$ cat config.mk
export PLATFORM = sky130hd
export DESIGN_NAME = wr_status_resp
export DESIGN_NICKNAME = d
export VERILOG_FILES = /design/src/rtl/wr_status_pkg.sv /design/src/rtl/wr_status_ctrl.sv /design/src/rtl/wr_status_lane.sv /design/src/rtl/wr_status_resp.sv
export SDC_FILE = /design/constraint.sdc
export NUM_CORES = 1
export LEC_CHECK = 0
export BUFFER_PORTS_ARGS = -buffer_cell sky130_fd_sc_hd__buf_2
export CAP_MARGIN = 5
export CORE_MARGIN = 5
export CORE_UTILIZATION = 30
export CTS_CLUSTER_DIAMETER = 30
export DETAILED_ROUTE_END_ITERATION = 8
export PLACE_DENSITY = 0.65
export SETUP_SLACK_MARGIN = 0.5
export SYNTH_ARGS = -nofsm -noshare
export SYNTH_HDL_FRONTEND = slang
export SYNTH_SLANG_ARGS = --single-unit
$ cat constraint.sdc
create_clock -name clk -period 3.55 [get_ports clk]
set_input_delay 0.355 -clock clk [delete_from_list [all_inputs] [get_ports clk]]
set_output_delay 0.355 -clock clk [all_outputs]
set_load 0.005 [all_outputs]
$ cat src/rtl/wr_status_pkg.sv
package wr_status_pkg;
    typedef enum logic [1:0] {
        ST_READY = 2'd0,
        ST_LOAD  = 2'd1,
        ST_PROG  = 2'd2
    } wst_e;
endpackage

$ cat src/rtl/wr_status_ctrl.sv
module wr_status_ctrl
    import wr_status_pkg::*;
(
    input  logic clk,
    input  logic rst_n,
    input  logic wr_any,
    input  logic rd_any,
    input  logic prog_busy,
    output wst_e state,
    output logic in_prog,
    output logic tog
);
    wst_e st_q, st_d;
    logic rd_q;
    logic tog_q;

    // state register
    always_ff @(posedge clk or negedge rst_n) begin
        if (!rst_n) st_q <= ST_READY;
        else        st_q <= st_d;
    end

    // next state
    always_comb begin
        st_d = st_q;
        unique case (st_q)
            ST_READY: begin
                if (wr_any)         st_d = ST_LOAD;
                else if (prog_busy) st_d = ST_PROG;
            end
            ST_LOAD: begin
                if (!wr_any) st_d = prog_busy ? ST_PROG : ST_READY;
            end
            ST_PROG: begin
                if (!prog_busy) st_d = ST_READY;
            end
            default: st_d = ST_READY;
        endcase
    end

    // read-start detector and status flip-flop
    always_ff @(posedge clk or negedge rst_n) begin
        if (!rst_n) begin
            rd_q  <= 1'b0;
            tog_q <= 1'b0;
        end else begin
            rd_q <= rd_any;
            if (st_q == ST_PROG && rd_any && !rd_q) tog_q <= ~tog_q;
        end
    end

    // outputs
    always_comb begin
        state   = st_q;
        in_prog = (st_q == ST_PROG);
        tog     = tog_q;
    end


    busy_drop_chk: assert property (@(posedge clk) disable iff (!rst_n)
        (st_q == ST_PROG && !prog_busy) |=> (st_q == ST_READY));

    tog_flip_chk: assert property (@(posedge clk) disable iff (!rst_n)
        (st_q == ST_PROG && rd_any && !rd_q) |=> (tog_q != $past(tog_q)));

    tog_hold_chk: assert property (@(posedge clk) disable iff (!rst_n)
        (st_q != ST_PROG) |=> $stable(tog_q));

    load_exit_chk: assert property (@(posedge clk) disable iff (!rst_n)
        (st_q == ST_LOAD && !wr_any && prog_busy) |=> (st_q == ST_PROG));
endmodule

$ cat src/rtl/wr_status_lane.sv
module wr_status_lane #(
    parameter int W        = 8,
    parameter int POLL_POS = 7,
    parameter int TOG_POS  = 6
) (
    input  logic         clk,
    input  logic         rst_n,
    input  logic         cs_n,
    input  logic         we_n,
    input  logic         oe_n,
    input  logic         in_prog,
    input  logic         tog,
    input  logic [W-1:0] wbyte,
    input  logic [W-1:0] mbyte,
    output logic [W-1:0] dout,
    output logic         drv,
    output logic         wr_act,
    output logic         rd_act
);
    logic [W-1:0] cap_q;
    logic [W-1:0] status;

    always_comb begin
        wr_act = !cs_n && !we_n && oe_n;
        rd_act = !cs_n && !oe_n && we_n;
    end

    always_ff @(posedge clk or negedge rst_n) begin
        if (!rst_n)                  cap_q <= '0;
        else if (wr_act && !in_prog) cap_q <= wbyte;
    end

    always_comb begin
        status           = cap_q;
        status[POLL_POS] = ~cap_q[POLL_POS];
        status[TOG_POS]  = tog;
        drv  = rd_act;
        dout = rd_act ? (in_prog ? status : mbyte) : '0;
    end


    cap_hold_chk: assert property (@(posedge clk) disable iff (!rst_n)
        in_prog |=> $stable(cap_q));

    quiet_lane_chk: assert property (@(posedge clk) disable iff (!rst_n)
        oe_n |-> (!drv && dout == '0));
endmodule

$ cat src/rtl/wr_status_resp.sv
module wr_status_resp
    import wr_status_pkg::*;
#(
    parameter int LANES  = 4,
    parameter int LANE_W = 8
) (
    input  logic                    clk,
    input  logic                    rst_n,
    input  logic [LANES-1:0]        cs_n,
    input  logic [LANES-1:0]        we_n,
    input  logic                    oe_n,
    input  logic                    prog_busy,
    input  logic [LANES*LANE_W-1:0] wdata,
    input  logic [LANES*LANE_W-1:0] mem_rdata,
    output logic [LANES*LANE_W-1:0] rdata,
    output logic [LANES-1:0]        lane_drv
);
    localparam int POLL_POS = LANE_W - 1;
    localparam int TOG_POS  = LANE_W - 2;

    logic [LANES-1:0] wr_v, rd_v;
    logic             in_prog, tog;
    wst_e             state;

    wr_status_ctrl u_ctrl (
        .clk       (clk),
        .rst_n     (rst_n),
        .wr_any    (|wr_v),
        .rd_any    (|rd_v),
        .prog_busy (prog_busy),
        .state     (state),
        .in_prog   (in_prog),
        .tog       (tog)
    );

    for (genvar i = 0; i < LANES; i++) begin : g_lane
        wr_status_lane #(.W(LANE_W), .POLL_POS(POLL_POS), .TOG_POS(TOG_POS)) u_lane (
            .clk     (clk),
            .rst_n   (rst_n),
            .cs_n    (cs_n[i]),
            .we_n    (we_n[i]),
            .oe_n    (oe_n),
            .in_prog (in_prog),
            .tog     (tog),
            .wbyte   (wdata[i*LANE_W +: LANE_W]),
            .mbyte   (mem_rdata[i*LANE_W +: LANE_W]),
            .dout    (rdata[i*LANE_W +: LANE_W]),
            .drv     (lane_drv[i]),
            .wr_act  (wr_v[i]),
            .rd_act  (rd_v[i])
        );
    end


    reset_idle_chk: assert property (@(posedge clk)
        !rst_n |=> (state == ST_READY));
endmodule

==> results.md <==
* Run status: completed
* Number of fill cells in the layout at 635
* Layout cell share with drive strength beyond 1 at 0.515
* Combinational share of power at 0.235
* Effective utilization at floorplan at 0.307
* GRT Util Overall at 0.127
* Leading area contributor after synthesis: dfrtp_1
* Tot Pwr at about 1 mW
* Max-slew headroom at 0.315
* Slew Limit Fails at 0
* CP Capture Type: output pin
* Crit path largest cell delay at 810 ps
* Yosys reg bits at 32
* Routability cong. at around 0.70
* Die height at between 80 and 90 µm
* Syn Inst Count at roughly 190
* Clk pin slew, worst setup/hold paths at approximately 60 ps
* H-tree levels at 2
* Yosys warns at 0
* Initial antenna violation count at 0
* PwrDens at approximately 420 nW/µm²
* Post-CTS Setup Bufs at 0
* Skew-Pair Late Insertion Delay at roughly 280 ps
* Top cell family by delay on the critical path: simple AND/OR/NAND/NOR gates
* Clock Sinks at 32
* Placed insts at 360
* Cell Count, Final, Fillers Out at ~370
* Unrepaired setup endpoints after global routing: false
* Flop pwr share at 0.488
* Final period utilization at 0.695
* Hold_buf cts at 0
* N_diodes at 0
* Minimum clock period at ~2500 ps
* Clock root buffer: clkbuf_8
* Layout Nets at 368
* Cell area after synthesis at 1810 µm²
* Sequential standard cell area at 801 µm²
* Area of the multi-input gates at 881 µm²
* Pint at 0.741 mW
* GRT overflow at 0
* Setup TNS at 0 ps
* Required time worst endpoint at 3190 ps
* Hold Path Class: in2async
* DR vias at 1675
* CP Buf/Inv Count at 2
* Largest net degree at the start of global routing at 33
* Seq/Total Area, Yosys at 0.444
* Measured slew at the worst slew-check pin at roughly 1000 ps
* PortBufs at 107
* Leak Pwr at 1.30 nW
* Clock skew at between 3 and 4 ps
* Vias per inst at 4.55
* Top-area cell type share of the netlist area at 0.444
* Final setup fails at 0
* Worst-path cell chain: nand2b_1 > buf_4 > nand2_1 > a21oi_1 > buf_2
* Resized cells post-CTS at 0
* Core area at 5890 µm²
* Row count at 28
* DR pass1 iterations at 4
* CP Class: reg2out
* VDD IR-drop max at around 0.19 mV
* Area added between synthesis and finish at 34.6%
* Sw frac at 0.272
* Net Sw Power at 0.277 mW
* Bufs on Longest Clock Path at 2
* Iter 0 DRT Violations at 25
* Final Hold Fails at 0
* CTS Buf Count at 5
* Largest cells by area after synthesis: dfrtp_1 44%, mux2_2 17%, nand2_1 11%
* Max-cap viol count at 0
* Avg Inst Size Synth at 9.35 µm²
* Drt total wl at a little under 5 mm
* Post-DP HPWL at 3.72 mm
* DR DRC count at 0
* First-pass GRT wire length at 7.60 mm
* FMAX at 406 MHz
* Hold WS at 132 ps
* Max FO, Critical Path at 23
* Crit-path slowest cell: nand2b_1
* Detail Route Antenna Nets at 0
* IO Pins at 112
* Syn nets at 269
* CTS tree: done
* Library cells used by synthesis at 20
* Die Area at 7670 µm²
* Clock power frac at 0.277
* Vias in the first global route at 1675
* Routed len/inst at 13.1 µm
* Crit path DAT at 2110 ps
* Die Span X at 87.6 µm
* Worst Setup Start Kind: register
logic make-up (layout without fill, tap and decap cells):
group                     count (synthesis)  after routing  share of synthesized area
xor gates and xnor gates                  1              1                    0.00901
and+or+nand+nor                          78             78                      0.204
muxes                                    28             28                      0.175
DFF                                      32             32                      0.444
buffers and inverters                    21            121                     0.0700
AOI/OAI and AO/OA                        33             33                     0.0991
Yosys cell counts, drive strengths merged:
master	count
buf	14
xnor2	1
nand3	4
or3b	4
nand2	56
a211oi	4
o41ai	1
a21oi	28
clkbuf	3
inv	4
nand4	1
nor2b	1
nand2b	1
dfrtp	32
nor2	11
mux2	28
power groups by stage:
| stage | Combinational, mW | Sequential, mW | Clock, mW |
|---|---|---|---|
| 3_5_place_dp | 0.246 | 0.503 | 0 |
| 2_1_floorplan | 0.167 | 0.491 | 0 |
| 5_1_grt | 0.271 | 0.506 | 0.314 |
| 4_1_cts | 0.246 | 0.498 | 0.297 |
| 6_report | 0.239 | 0.497 | 0.282 |
| 3_3_place_gp | 0.238 | 0.498 | 0 |
flip-flops by register name (all words and copies together) (netlist names):
signal / count
u_ctrl.rd_q: 1
u_ctrl.state: 2
g_lane.u_lane.cap_q: 28
u_ctrl.tog: 1
path summary, 6_finish.rpt:
path / endpoint / startpoint / cells past startpoint / slack (ps)
hold reg to reg: u_ctrl.state[0]$_DFFE_PN0P_ / u_ctrl.state[1]$_DFFE_PN0P_ / 1 / 490
hold / removal: g_lane[3].u_lane.cap_q[4]$_DFFE_PN0P_ / rst_n / 1 / 130
setup / recovery: rdata[17] / u_ctrl.state[0]$_DFFE_PN0P_ / 5 / 1080
max in group asynchronous: g_lane[1].u_lane.cap_q[4]$_DFFE_PN0P_ / rst_n / 1 / 2950
setup reg to reg: g_lane[3].u_lane.cap_q[2]$_DFFE_PN0P_ / u_ctrl.state[0]$_DFFE_PN0P_ / 3 / 1490
min in group clk: u_ctrl.state[1]$_DFFE_PN0P_ / prog_busy / 3 / 280
final cells by class:
class,instances,share of cell area
Multi-Input combinational cell,140,0.362
Sequential cell,32,0.329
Timing Repair Buffer,109,0.226
Tap cell,75,0.0386
Clock buffer,8,0.0371
Inverter,4,0.00618
per-layer routing:
metal | GRT usage | share of wire | up-vias
met3 | 0.0376 | 0.10 | 7
met1 | 0.149 | 0.40 | 758
met4 | 0.0377 | 0.011 | 0
li1 | - | - | 837
met2 | 0.225 | 0.48 | 73
met5 | 0 | 0 | -
placed cells by master (no fill, tap or decap):
| cell | instances |
|---|---|
| nand4_4 | 1 |
| clkbuf_8 | 6 |
| inv_1 | 4 |
| nand2b_1 | 1 |
| dfrtp_1 | 32 |
| xnor2_2 | 1 |
| clkbuf_1 | 2 |
| a21oi_1 | 28 |
| mux2_2 | 28 |
| o41ai_1 | 1 |
| nand2_4 | 1 |
| or3b_1 | 4 |
| buf_4 | 2 |
| a211oi_1 | 4 |
| nand3_2 | 4 |
| nand2_1 | 55 |
| nor2b_2 | 1 |
| nor2_1 | 11 |
| buf_2 | 107 |
metrics by stage:
stage                      util  instance area [µm²]  worst slack [ps]
final                     0.413                 2430              1080
after global routing      0.413                 2430               813
after CTS                 0.413                 2430              1030
after detailed placement  0.398                 2340              1340
after global placement    0.398                 2340              1370
after floorplan               -                 1810              1960
worst reg2reg max path: cells and delay by family, from the launching register on:
kind	cells	cell delay, ps
simple gates	2	1200
flops	1	370
mux	1	370
(Power assumes the default switching activity.)
